## config.mk

```make
export PLATFORM = sky130hd
export DESIGN_NAME = ipc_rx_dispatch
export DESIGN_NICKNAME = d
export VERILOG_FILES = /design/src/rtl/ipc_rx_pkg.sv /design/src/rtl/ipc_rx_seq.sv /design/src/rtl/ipc_rx_pend.sv /design/src/rtl/ipc_rx_decode.sv /design/src/rtl/ipc_rx_dispatch.sv
export SDC_FILE = /design/constraint.sdc
export NUM_CORES = 1
export LEC_CHECK = 0
export BUFFER_PORTS_ARGS = -buffer_cell sky130_fd_sc_hd__clkbuf_2
export CAP_MARGIN = 40
export CORE_ASPECT_RATIO = 0.75
export CORE_MARGIN = 5
export CORE_UTILIZATION = 35
export CTS_BUF_LIST = sky130_fd_sc_hd__clkbuf_4 sky130_fd_sc_hd__clkbuf_8 sky130_fd_sc_hd__clkbuf_16
export DETAILED_ROUTE_END_ITERATION = 8
export PLACE_DENSITY = 0.6
export SETUP_SLACK_MARGIN = 0.02
export SKIP_LAST_GASP = 1
export SLEW_MARGIN = 0
export SYNTH_ARGS = -nofsm -noshare
export SYNTH_HDL_FRONTEND = slang
export SYNTH_HIERARCHICAL = 1
export SYNTH_SLANG_ARGS = --single-unit
export TNS_END_PERCENT = 10
```

## constraint.sdc

```tcl
create_clock -name clk -period 2.3 [get_ports clk]
set_clock_uncertainty 0.15 [all_clocks]
set_input_delay 0 -clock clk [delete_from_list [all_inputs] [get_ports clk]]
set_output_delay 0 -clock clk [all_outputs]
set_load 0.1 [all_outputs]
```

## src/rtl/ipc_rx_pkg.sv

```systemverilog
package ipc_rx_pkg;

   typedef enum logic [2:0] {
      ST_IDLE  = 3'd0,
      ST_DMASK = 3'd1,
      ST_DCLR  = 3'd2,
      ST_BCAP  = 3'd3,
      ST_BDISP = 3'd4,
      ST_BCLR  = 3'd5,
      ST_FIN   = 3'd6,
      ST_NONE  = 3'd7
   } seq_st_t;

   typedef enum logic [1:0] {
      ERR_OK    = 2'd0,
      ERR_BUSY  = 2'd1,
      ERR_NOMEM = 2'd2,
      ERR_INVAL = 2'd3
   } cmpl_err_t;

   localparam int EV_N     = 4;
   localparam int EV_UNDER = 0;
   localparam int EV_BUDG  = 1;
   localparam int EV_READY = 2;
   localparam int EV_OTHER = 3;

endpackage

```

## src/rtl/ipc_rx_seq.sv

```systemverilog
module ipc_rx_seq
   import ipc_rx_pkg::*;
(
   input  logic clk,
   input  logic rst_n,
   input  logic irq_ev,
   input  logic out_done,
   input  logic in_busy,
   output logic done_ie,
   output logic done_clr,
   output logic cap_en,
   output logic disp_en,
   output logic busy_clr,
   output logic ie_set,
   output logic tx_kick,
   output logic irq_none
);

   seq_st_t st_q, st_d;
   logic    busy_q, busy_d;

   always_comb begin
      st_d   = st_q;
      busy_d = busy_q;
      case (st_q)
         ST_IDLE: begin
            if (irq_ev) begin
               busy_d = in_busy;
               if (out_done)     st_d = ST_DMASK;
               else if (in_busy) st_d = ST_BCAP;
               else              st_d = ST_NONE;
            end
         end
         ST_DMASK: st_d = ST_DCLR;
         ST_DCLR:  st_d = busy_q ? ST_BCAP : ST_FIN;
         ST_BCAP:  st_d = ST_BDISP;
         ST_BDISP: st_d = ST_BCLR;
         ST_BCLR:  st_d = ST_FIN;
         ST_FIN:   st_d = ST_IDLE;
         ST_NONE:  st_d = ST_IDLE;
         default:  st_d = ST_IDLE;
      endcase
   end

   always_ff @(posedge clk) begin
      if (!rst_n) begin
         st_q   <= ST_IDLE;
         busy_q <= 1'b0;
      end else begin
         st_q   <= st_d;
         busy_q <= busy_d;
      end
   end

   assign done_ie  = !(st_q == ST_DMASK || st_q == ST_DCLR);
   assign done_clr = (st_q == ST_DCLR);
   assign cap_en   = (st_q == ST_BCAP);
   assign disp_en  = (st_q == ST_BDISP);
   assign busy_clr = (st_q == ST_BCLR);
   assign ie_set   = (st_q == ST_FIN);
   assign tx_kick  = (st_q == ST_FIN);
   assign irq_none = (st_q == ST_NONE);


   mask_before_clr_chk: assert property (@(posedge clk) disable iff (!rst_n)
      done_clr |-> $past(!done_ie));

   unmask_after_clr_chk: assert property (@(posedge clk) disable iff (!rst_n)
      done_clr |=> done_ie);

   kick_after_clear_chk: assert property (@(posedge clk) disable iff (!rst_n)
      tx_kick |-> $past(done_clr || busy_clr));

   none_only_idle_chk: assert property (@(posedge clk) disable iff (!rst_n)
      irq_none |-> $past(irq_ev && !out_done && !in_busy));

   done_then_busy_chk: assert property (@(posedge clk) disable iff (!rst_n)
      (cap_en && $past(done_ie)) |-> $past(irq_ev && !out_done));

endmodule

```

## src/rtl/ipc_rx_pend.sv

```systemverilog
module ipc_rx_pend #(
   parameter int TAG_W = 4
) (
   input  logic             clk,
   input  logic             rst_n,
   input  logic             post,
   input  logic [TAG_W-1:0] post_tag,
   input  logic             take,
   output logic             full,
   output logic [TAG_W-1:0] tag
);

   always_ff @(posedge clk) begin
      if (!rst_n) begin
         full <= 1'b0;
         tag  <= '0;
      end else if (take) begin
         full <= 1'b0;
      end else if (post && !full) begin
         full <= 1'b1;
         tag  <= post_tag;
      end
   end


   post_when_full_chk: assert property (@(posedge clk) disable iff (!rst_n)
      (post && full && !take) |=> (full && $stable(tag)));

endmodule

```

## src/rtl/ipc_rx_decode.sv

```systemverilog
module ipc_rx_decode
   import ipc_rx_pkg::*;
#(
   parameter int WORD_W        = 32,
   parameter int TAG_W         = 4,
   parameter int DIR_BIT       = 29,
   parameter int STAT_W        = 24,
   parameter int MTYPE_LSB     = 24,
   parameter int MTYPE_W       = 5,
   parameter int NTYPE_LSB     = 16,
   parameter int NTYPE_W       = 8,
   parameter int OK_CODE       = 0,
   parameter int BUSY_CODE     = 3,
   parameter int NOMEM_CODE    = 7,
   parameter int UNDER_CODE    = 2,
   parameter int BUDG_CODE     = 5,
   parameter int READY_CODE    = 8,
   parameter bit CAPTURE_EXT   = 1'b1
) (
   input  logic              clk,
   input  logic              rst_n,
   input  logic              cap_en,
   input  logic              disp_en,
   input  logic [WORD_W-1:0] in_primary,
   input  logic [WORD_W-1:0] in_ext,
   input  logic              pend_full,
   input  logic [TAG_W-1:0]  pend_tag,
   output logic              cmpl_valid,
   output logic [1:0]        cmpl_err,
   output logic [TAG_W-1:0]  cmpl_tag,
   output logic [WORD_W-1:0] cmpl_ext,
   output logic [EV_N-1:0]   ev,
   output logic              take
);

   localparam int N_CODED = EV_N - 1;
   localparam logic [N_CODED*NTYPE_W-1:0] CODES =
      {NTYPE_W'(READY_CODE), NTYPE_W'(BUDG_CODE), NTYPE_W'(UNDER_CODE)};

   logic [WORD_W-1:0]  prim_q;
   logic               is_reply;
   logic [STAT_W-1:0]  status;
   logic [MTYPE_W-1:0] mtype;
   logic [NTYPE_W-1:0] ntype;
   logic               notif;
   logic [N_CODED-1:0] hit;
   cmpl_err_t          err_c;
   logic               unused_prim;

   always_ff @(posedge clk) begin
      if (!rst_n)      prim_q <= '0;
      else if (cap_en) prim_q <= in_primary;
   end

   generate
      if (CAPTURE_EXT) begin : g_ext
         logic [WORD_W-1:0] ext_q;
         always_ff @(posedge clk) begin
            if (!rst_n)      ext_q <= '0;
            else if (cap_en) ext_q <= in_ext;
         end
         assign cmpl_ext = ext_q;
      end else begin : g_no_ext
         logic unused_ext;
         assign unused_ext = ^in_ext;
         assign cmpl_ext   = '0;
      end
   endgenerate

   assign unused_prim = ^prim_q;
   assign is_reply    = prim_q[DIR_BIT];
   assign status      = prim_q[STAT_W-1:0];
   assign mtype       = prim_q[MTYPE_LSB +: MTYPE_W];
   assign ntype       = prim_q[NTYPE_LSB +: NTYPE_W];

   always_comb begin
      if (status == STAT_W'(OK_CODE))         err_c = ERR_OK;
      else if (status == STAT_W'(BUSY_CODE))  err_c = ERR_BUSY;
      else if (status == STAT_W'(NOMEM_CODE)) err_c = ERR_NOMEM;
      else                                    err_c = ERR_INVAL;
   end

   assign cmpl_valid = disp_en && is_reply && pend_full;
   assign take       = cmpl_valid;
   assign cmpl_err   = err_c;
   assign cmpl_tag   = pend_tag;

   assign notif = disp_en && !is_reply && (mtype != '0);

   generate
      for (genvar i = 0; i < N_CODED; i++) begin : g_ev
         assign hit[i] = (ntype == CODES[i*NTYPE_W +: NTYPE_W]);
         assign ev[i]  = notif && hit[i];
      end
   endgenerate
   assign ev[EV_OTHER] = notif && !(|hit);


   one_event_chk: assert property (@(posedge clk) disable iff (!rst_n)
      $onehot0(ev));

   disp_after_cap_chk: assert property (@(posedge clk) disable iff (!rst_n)
      ((|ev) || cmpl_valid) |-> $past(cap_en));

   no_mix_chk: assert property (@(posedge clk) disable iff (!rst_n)
      !(cmpl_valid && (|ev)));

endmodule

```

## src/rtl/ipc_rx_dispatch.sv

```systemverilog
module ipc_rx_dispatch
   import ipc_rx_pkg::*;
#(
   parameter int WORD_W      = 32,
   parameter int TAG_W       = 4,
   parameter int DIR_BIT     = 29,
   parameter int STAT_W      = 24,
   parameter int MTYPE_LSB   = 24,
   parameter int MTYPE_W     = 5,
   parameter int NTYPE_LSB   = 16,
   parameter int NTYPE_W     = 8,
   parameter bit CAPTURE_EXT = 1'b1
) (
   input  logic              clk,
   input  logic              rst_n,
   input  logic              irq_ev,
   input  logic [WORD_W-1:0] in_primary,
   input  logic [WORD_W-1:0] in_ext,
   input  logic              in_busy,
   input  logic              out_done,
   input  logic              req_post,
   input  logic [TAG_W-1:0]  req_tag,
   output logic              pend_full,
   output logic              done_ie,
   output logic              done_clr,
   output logic              busy_clr,
   output logic              ie_set,
   output logic              tx_kick,
   output logic              irq_none,
   output logic              cmpl_valid,
   output logic [1:0]        cmpl_err,
   output logic [TAG_W-1:0]  cmpl_tag,
   output logic [WORD_W-1:0] cmpl_ext,
   output logic              ev_underrun,
   output logic              ev_budget,
   output logic              ev_ready,
   output logic              ev_unhandled
);

   initial begin
      assert (DIR_BIT < WORD_W) else $error("direction bit outside word");
      assert (STAT_W <= WORD_W && STAT_W > 0) else $error("status width");
      assert (MTYPE_LSB + MTYPE_W <= WORD_W) else $error("message type field");
      assert (NTYPE_LSB + NTYPE_W <= WORD_W) else $error("notification field");
      assert (TAG_W > 0) else $error("tag width");
   end

   logic            cap_en, disp_en, take;
   logic [TAG_W-1:0] pend_tag;
   logic [EV_N-1:0] ev;

   ipc_rx_seq u_seq (
      .clk      (clk),
      .rst_n    (rst_n),
      .irq_ev   (irq_ev),
      .out_done (out_done),
      .in_busy  (in_busy),
      .done_ie  (done_ie),
      .done_clr (done_clr),
      .cap_en   (cap_en),
      .disp_en  (disp_en),
      .busy_clr (busy_clr),
      .ie_set   (ie_set),
      .tx_kick  (tx_kick),
      .irq_none (irq_none)
   );

   ipc_rx_pend #(.TAG_W(TAG_W)) u_pend (
      .clk      (clk),
      .rst_n    (rst_n),
      .post     (req_post),
      .post_tag (req_tag),
      .take     (take),
      .full     (pend_full),
      .tag      (pend_tag)
   );

   ipc_rx_decode #(
      .WORD_W      (WORD_W),
      .TAG_W       (TAG_W),
      .DIR_BIT     (DIR_BIT),
      .STAT_W      (STAT_W),
      .MTYPE_LSB   (MTYPE_LSB),
      .MTYPE_W     (MTYPE_W),
      .NTYPE_LSB   (NTYPE_LSB),
      .NTYPE_W     (NTYPE_W),
      .CAPTURE_EXT (CAPTURE_EXT)
   ) u_dec (
      .clk        (clk),
      .rst_n      (rst_n),
      .cap_en     (cap_en),
      .disp_en    (disp_en),
      .in_primary (in_primary),
      .in_ext     (in_ext),
      .pend_full  (pend_full),
      .pend_tag   (pend_tag),
      .cmpl_valid (cmpl_valid),
      .cmpl_err   (cmpl_err),
      .cmpl_tag   (cmpl_tag),
      .cmpl_ext   (cmpl_ext),
      .ev         (ev),
      .take       (take)
   );

   assign ev_underrun  = ev[EV_UNDER];
   assign ev_budget    = ev[EV_BUDG];
   assign ev_ready     = ev[EV_READY];
   assign ev_unhandled = ev[EV_OTHER];


   slot_free_after_cmpl_chk: assert property (@(posedge clk) disable iff (!rst_n)
      cmpl_valid |=> (!pend_full && !cmpl_valid));

   cmpl_needs_slot_chk: assert property (@(posedge clk) disable iff (!rst_n)
      cmpl_valid |-> $past(pend_full));

endmodule

```

Yosys cells after proc, flatten, opt, wreduce, memory -nomap -nowiden
Index checks and enable logic that the tools add are counted.
{"block": "word_totals", "register_bits": 71, "latchBits": 0, "ramBits": 0, "romBits": 0, "in_bits": 74, "output_inout_bits": 50, "wordCells": 51, "memories": 0}
{"block": "classes", "addsub": 0, "multipliers": 0, "n_div": 0, "n_lt_le_gt_ge": 0, "n_eq_ne": 13, "shift": 0, "muxes": 8, "bitwise_logic": 2, "n_reduce_logical": 22}
{"operator": "$eq 24x2->1 const B", "count": 1}
{"operator": "$eq 24x3->1 const B", "count": 1}
{"operator": "$logic_not 24->1", "count": 1}
{"operator": "$pmux 3 s7", "count": 1}
{"operator": "$eq 3x3->1 const B", "count": 4}
{"operator": "$mux 3", "count": 4}
{"operator": "$logic_and 1x1->1", "count": 9}
{"operator": "$eq 8x2->1 const B", "count": 1}
{"operator": "$eq 8x3->1 const B", "count": 1}
{"operator": "$eq 8x4->1 const B", "count": 1}
{"operator": "$eq 3x2->1 const B", "count": 2}
{"operator": "$reduce_bool 5->1", "count": 1}
{"operator": "$logic_not 1->1", "count": 4}
{"operator": "$mux 2", "count": 2}
{"operator": "$reduce_and 2->1", "count": 2}
{"operator": "$reduce_or 2->1", "count": 2}
{"operator": "$eq 3x1->1 const B", "count": 1}
{"operator": "$logic_not 3->1", "count": 1}
{"operator": "$reduce_or 3->1", "count": 1}
{"operator": "$ne 2x2->1 const B", "count": 1}
{"operator": "$not 1->1", "count": 2}
{"operator": "$logic_or 1x1->1", "count": 1}
{"operator": "$mux 1", "count": 1}

Logic depth before layout (Yosys ltp)
{"block": "depth", "word_depth": 5, "ltp_mapped": 7, "depth_no_buf": 5}

Modules after synthesis
The synthesis kept the hierarchy.
{"module": "ipc_rx_decode", "instances": 1, "cells_each": 232, "area_per_inst_um2": 2557.5, "seq_area_each_um2": 1241.2}
{"module": "ipc_rx_seq", "instances": 1, "cells_each": 36, "area_per_inst_um2": 264.0, "seq_area_each_um2": 80.1}
{"module": "ipc_rx_pend", "instances": 1, "cells_each": 21, "area_per_inst_um2": 205.2, "seq_area_each_um2": 100.1}

Least setup slack after synthesis
OpenSTA, ideal clock, no wires.
{"block": "synth_timing", "path_kind": "register to output", "from": "register u_seq.st_q[1]", "to": "output port ev_underrun", "t_arrival_ps": 3817, "required_time_ps": 2150, "setup_slack_ps": -1667, "stages_incl_launch_ff": 6, "n_path_buf": 0, "cell_sequence": "dfxtp_1 > nand2b_1 > nor2_1 > nor2b_1 > o211ai_2 > nor4_1"}
{"block": "synth_via", "elab_chain_len": 4}
{"item": "start: declaration", "line_no": "ipc_rx_seq.sv:19", "source": "seq_st_t st_q, st_d;"}
{"item": "start signal: assignment", "line_no": "ipc_rx_seq.sv:50", "source": "st_q <= st_d;"}
{"item": "$eq 3x3->1", "line_no": "ipc_rx_seq.sv:58", "source": "assign disp_en = (st_q == ST_BDISP);"}
{"item": "via disp_en", "line_no": "ipc_rx_dispatch.sv:48", "source": "logic cap_en, disp_en, take;"}
{"item": "$logic_and 1x1->1 (2 in a row)", "line_no": "ipc_rx_decode.sv:88", "source": "assign notif = disp_en && !is_reply && (mtype != '0);"}
{"item": "$logic_and 1x1->1", "line_no": "ipc_rx_decode.sv:93", "source": "assign ev[i] = notif && hit[i];"}
{"item": "end: declaration", "line_no": "ipc_rx_dispatch.sv:34", "source": "output logic ev_underrun,"}
The timed path passes the listed nets, and every way through them passes these cells.

Final worst setup path
{"block": "layout_timing", "from": "register u_seq.st_q[2]", "to": "register u_seq.busy_q"}
{"block": "layout_via", "elab_chain_len": 2}
{"item": "$logic_not 3->1", "line_no": "ipc_rx_seq.sv:25", "source": "case (st_q)"}
{"item": "$reduce_and 2->1 (no line)"}
{"item": "end signal: assignment", "line_no": "ipc_rx_seq.sv:51", "source": "busy_q <= busy_d;"}
{"item": "end: declaration", "line_no": "ipc_rx_seq.sv:20", "source": "logic busy_q, busy_d;"}
No other way between the ends.
A chain may end at the register's enable or synchronous reset.

==> impl_metrics.env <==
export IMPL_first_iter_violations=92
export IMPL_yosys_register_bits=71
export IMPL_synth_cell_types=36
export IMPL_io_buffers=121
export IMPL_timing_rr_start="u_seq/st_q[2]"
export IMPL_tightest_slew_ns=0.557
export IMPL_critPathLaunchType="register"
export IMPL_crit_chain="nor4b_4 -> nand3_1 -> dlygate4sd3_1 -> o21ai_1 -> dlygate4sd3_1"
export IMPL_first_pass_iters=5
export IMPL_maxCapViolCount=0
export IMPL_p_clk_frac=0.367
export IMPL_cp_num_buf_inv=2
export IMPL_grt_start_max_net_pins=35
export IMPL_grt_pass1_vias=2684
export IMPL_timing_fmax_mhz=450
export IMPL_hold_worst_slack_ns=0.122
export IMPL_vias=2654
export IMPL_whs_endpoint="u_seq/st_q[2]"
export IMPL_min_period_ns=2.22
export IMPL_cp_top_family="buffers and inverters"
export IMPL_crit_arrival_ns=2.34
export IMPL_cts_buffers=9
export IMPL_seq_area_um2=1430
export IMPL_worstPathRequired_ns=2.42
export IMPL_via_per_inst=4.48
export IMPL_core_area_um2=8450
export IMPL_run_status="finished, final reports clean"
export IMPL_cts_tree="done"
export IMPL_drive_gt1_frac=0.318
export IMPL_drt_wl_total_um=7710
export IMPL_internal_power_uw=2370
export IMPL_p_comb_frac=0.245
export IMPL_rows=29
export IMPL_dp_hpwl_um=5020
export IMPL_worstHoldStart="rst_n"
export IMPL_grt_pass1_wl_um=12900
export IMPL_worstPathMaxFanout=7
export IMPL_worstSetupEndpointType="register"
export IMPL_ant_nets=0
export IMPL_n_antenna_cell=0
export IMPL_rsz0062_at_grt="true"
export IMPL_multiInputGateArea_um2=1500
export IMPL_nets=555
export IMPL_seqPwrFrac=0.388
export IMPL_synthesis_nets=363
export IMPL_path_clk_slew_ns=0.05
export IMPL_r2r_end="u_seq/busy_q"
export IMPL_globalRouteOverflowTotal=0
export IMPL_start_util=0.358
export IMPL_fp_dieH_um=90.5
export IMPL_ff2ff_path_depth=5
export IMPL_max_stage_delay_ns=0.59
export IMPL_grt_usage=0.148
export IMPL_drcViolationCount=0
export IMPL_dieArea_um2=10600
export IMPL_postSynthCellCount=289
export IMPL_power_density_nw_per_um2=718
export IMPL_hold_path_class="in -> reg"
export IMPL_clock_sinks=71
export IMPL_critPathKind="reg -> reg"
export IMPL_slowest_stage="dlygate4sd3_1"
export IMPL_ys_seq_area_frac=0.470
export IMPL_synth_warnings=6
export IMPL_antenna_found_initial=0
export IMPL_drv_slew=0
export IMPL_cpMostUsedCell="dlygate4sd3_1"
export IMPL_fillerInstances=762
export IMPL_maxSlewHeadroom=0.630
export IMPL_ios=124
export IMPL_syn_area_per_cell_um2=10.5
export IMPL_wl_per_cell_um=13.0
export IMPL_p_leak_uw=0.00193
export IMPL_ir_worst_vdd_uv=888
export IMPL_finalHoldViolations=0
export IMPL_p_sw_uw=1060
export IMPL_clock_latency_ns=0.32
export IMPL_cts_buffer_depth=2
export IMPL_synth_area_um2=3030
export IMPL_gp_congestion=0.755
export IMPL_hold_depth=2
export IMPL_areaGrowthSynthToFinish_pct=58.0
export IMPL_worst_r2r_setup_slack_ns=0.08
export IMPL_finalCritPeriodShare=0.967
export IMPL_cts_max_level=3
export IMPL_chipWidth_um=117
export IMPL_p_total_uw=3430
export IMPL_switching_share=0.309
export IMPL_finalSetupViolCount=0
export IMPL_root_buffer="clkbuf_16"
through the flow:
stage               setup TNS (ns)  cells   util  instance area, µm²  setup slack (ns)
floorplan                    -2.30    289      -                3040            -0.381
global placement                 0    501  0.441                3730             0.477
detailed placement               0    501  0.441                3730             0.437
CTS                              0    591  0.562                4750            0.0370
global route                -0.101    593  0.566                4780           -0.0442
finish                           0    593  0.566                4780            0.0762
sequential cells by signal, indices dropped and copies added, names as in the netlist:
register and count:
u_pend/tag 4, u_seq/busy_q 1, u_dec/prim_q 30, u_pend/full 1
u_seq/st_q 3, u_dec/cmpl_ext 32
power by group through the flow:
| stage | clock (µW) | combinational [µW] | sequential (µW) |
|---|---|---|---|
| global placement | 0 | 729 | 1350 |
| detailed placement | 0 | 735 | 1350 |
| global route | 1370 | 891 | 1340 |
| CTS | 1320 | 837 | 1320 |
| floorplan | 0 | 467 | 1470 |
| finish | 1260 | 842 | 1330 |
cells by family after synthesis:
logic type | synth area share
and+or+nand+nor | 0.235
DFF | 0.470
muxes | 0.218
buffers and inverters | 0.0467
AOI/OAI and AO/OA | 0.0277
xor gates and xnor gates | 0.00289
Yosys cell counts:
cell type  number  area (µm²)
and4_1          1        8.76
and3_1          2        12.5
o31ai_1         1        7.51
o22ai_1         1        6.26
buf_2           2        10.0
o21ai_0         3        15.0
buf_4          12        90.1
nor3_1          1        5.00
nor2_1         11        41.3
o211ai_2        1        12.5
nor3b_4         1        18.8
nand2_1        13        48.8
a21o_1          1        7.51
dfxtp_1        71        1420
o21a_1          1        7.51
inv_1           2        7.51
or4_4           1        11.3
nand2b_2        1        8.76
clkbuf_1        6        22.5
nor4_4          1        21.3
or4_1           1        7.51
nor4_1          4        25.0
nand2b_1        4        25.0
a21boi_1        1        7.51
o21ai_1         2        10.0
nor2b_1        65         407
mux2i_1        66         661
a21oi_1         2        10.0
xnor2_1         1        8.76
or2_2           1        6.26
nor3_2          1        10.0
nor4b_2         1        15.0
nand3_1         4        20.0
nand4bb_1       1        11.3
nor3b_1         1        7.51
buf_6           1        11.3
how the worst max path moves through the flow:
stage / end / cells after the start / slack, ns / startpoint
finish: u_seq/busy_q / 5 / 0.08 / u_seq/st_q[2]
global route: ev_unhandled / 6 / -0.04 / u_seq/st_q[2]
CTS: u_pend/tag[3] / 6 / 0.04 / u_seq/st_q[1]
detailed placement: ev_ready / 6 / 0.44 / u_seq/st_q[1]
global placement: ev_ready / 6 / 0.48 / u_seq/st_q[1]
floorplan: u_pend/tag[0] / 4 / -0.38 / u_pend/full
cell type report:
type,instances,area share
multi-input combinational,195,0.313
timing repair buffer,202,0.302
sequential,71,0.298
clock buffer,14,0.0563
tap,108,0.0283
inverter,2,0.00157
clock inverter,1,0.00105
placed cells by master (no fill, tap or decap), types with 2 or more instances in the layout:
cell	Yosys	final
dlygate4sd3_1	0	75
nor2b_1	65	65
clkbuf_2	0	119
inv_1	2	2
clkbuf_4	0	5
nor4_1	4	3
mux2i_1	66	66
o21ai_1	2	2
clkbuf_16	0	9
and3_1	2	2
dfxtp_1	71	69
buf_12	0	3
a21oi_1	2	2
nand2_1	13	13
nand3_1	4	4
nor2_1	11	10
nor4_4	1	2
o21ai_0	3	3
nand2b_1	4	4
buf_4	12	4
what timing repair did:
| action | CTS | global route |
|---|---|---|
| endpoints found under the hold margin | 71 | 0 |
| setup buffers | 0 | 2 |
| hold buffers | 75 | 0 |
| resized for setup | 0 | 6 |
| endpoints found under the setup margin | 0 | 6 |
routing by layer:
metal  track usage  part of all wire
met4        0.0377            0.0073
met5             0                 0
met2         0.238              0.47
met1         0.174              0.43
met3        0.0751             0.087
Note: power is estimated with default switching activity, not from simulation.
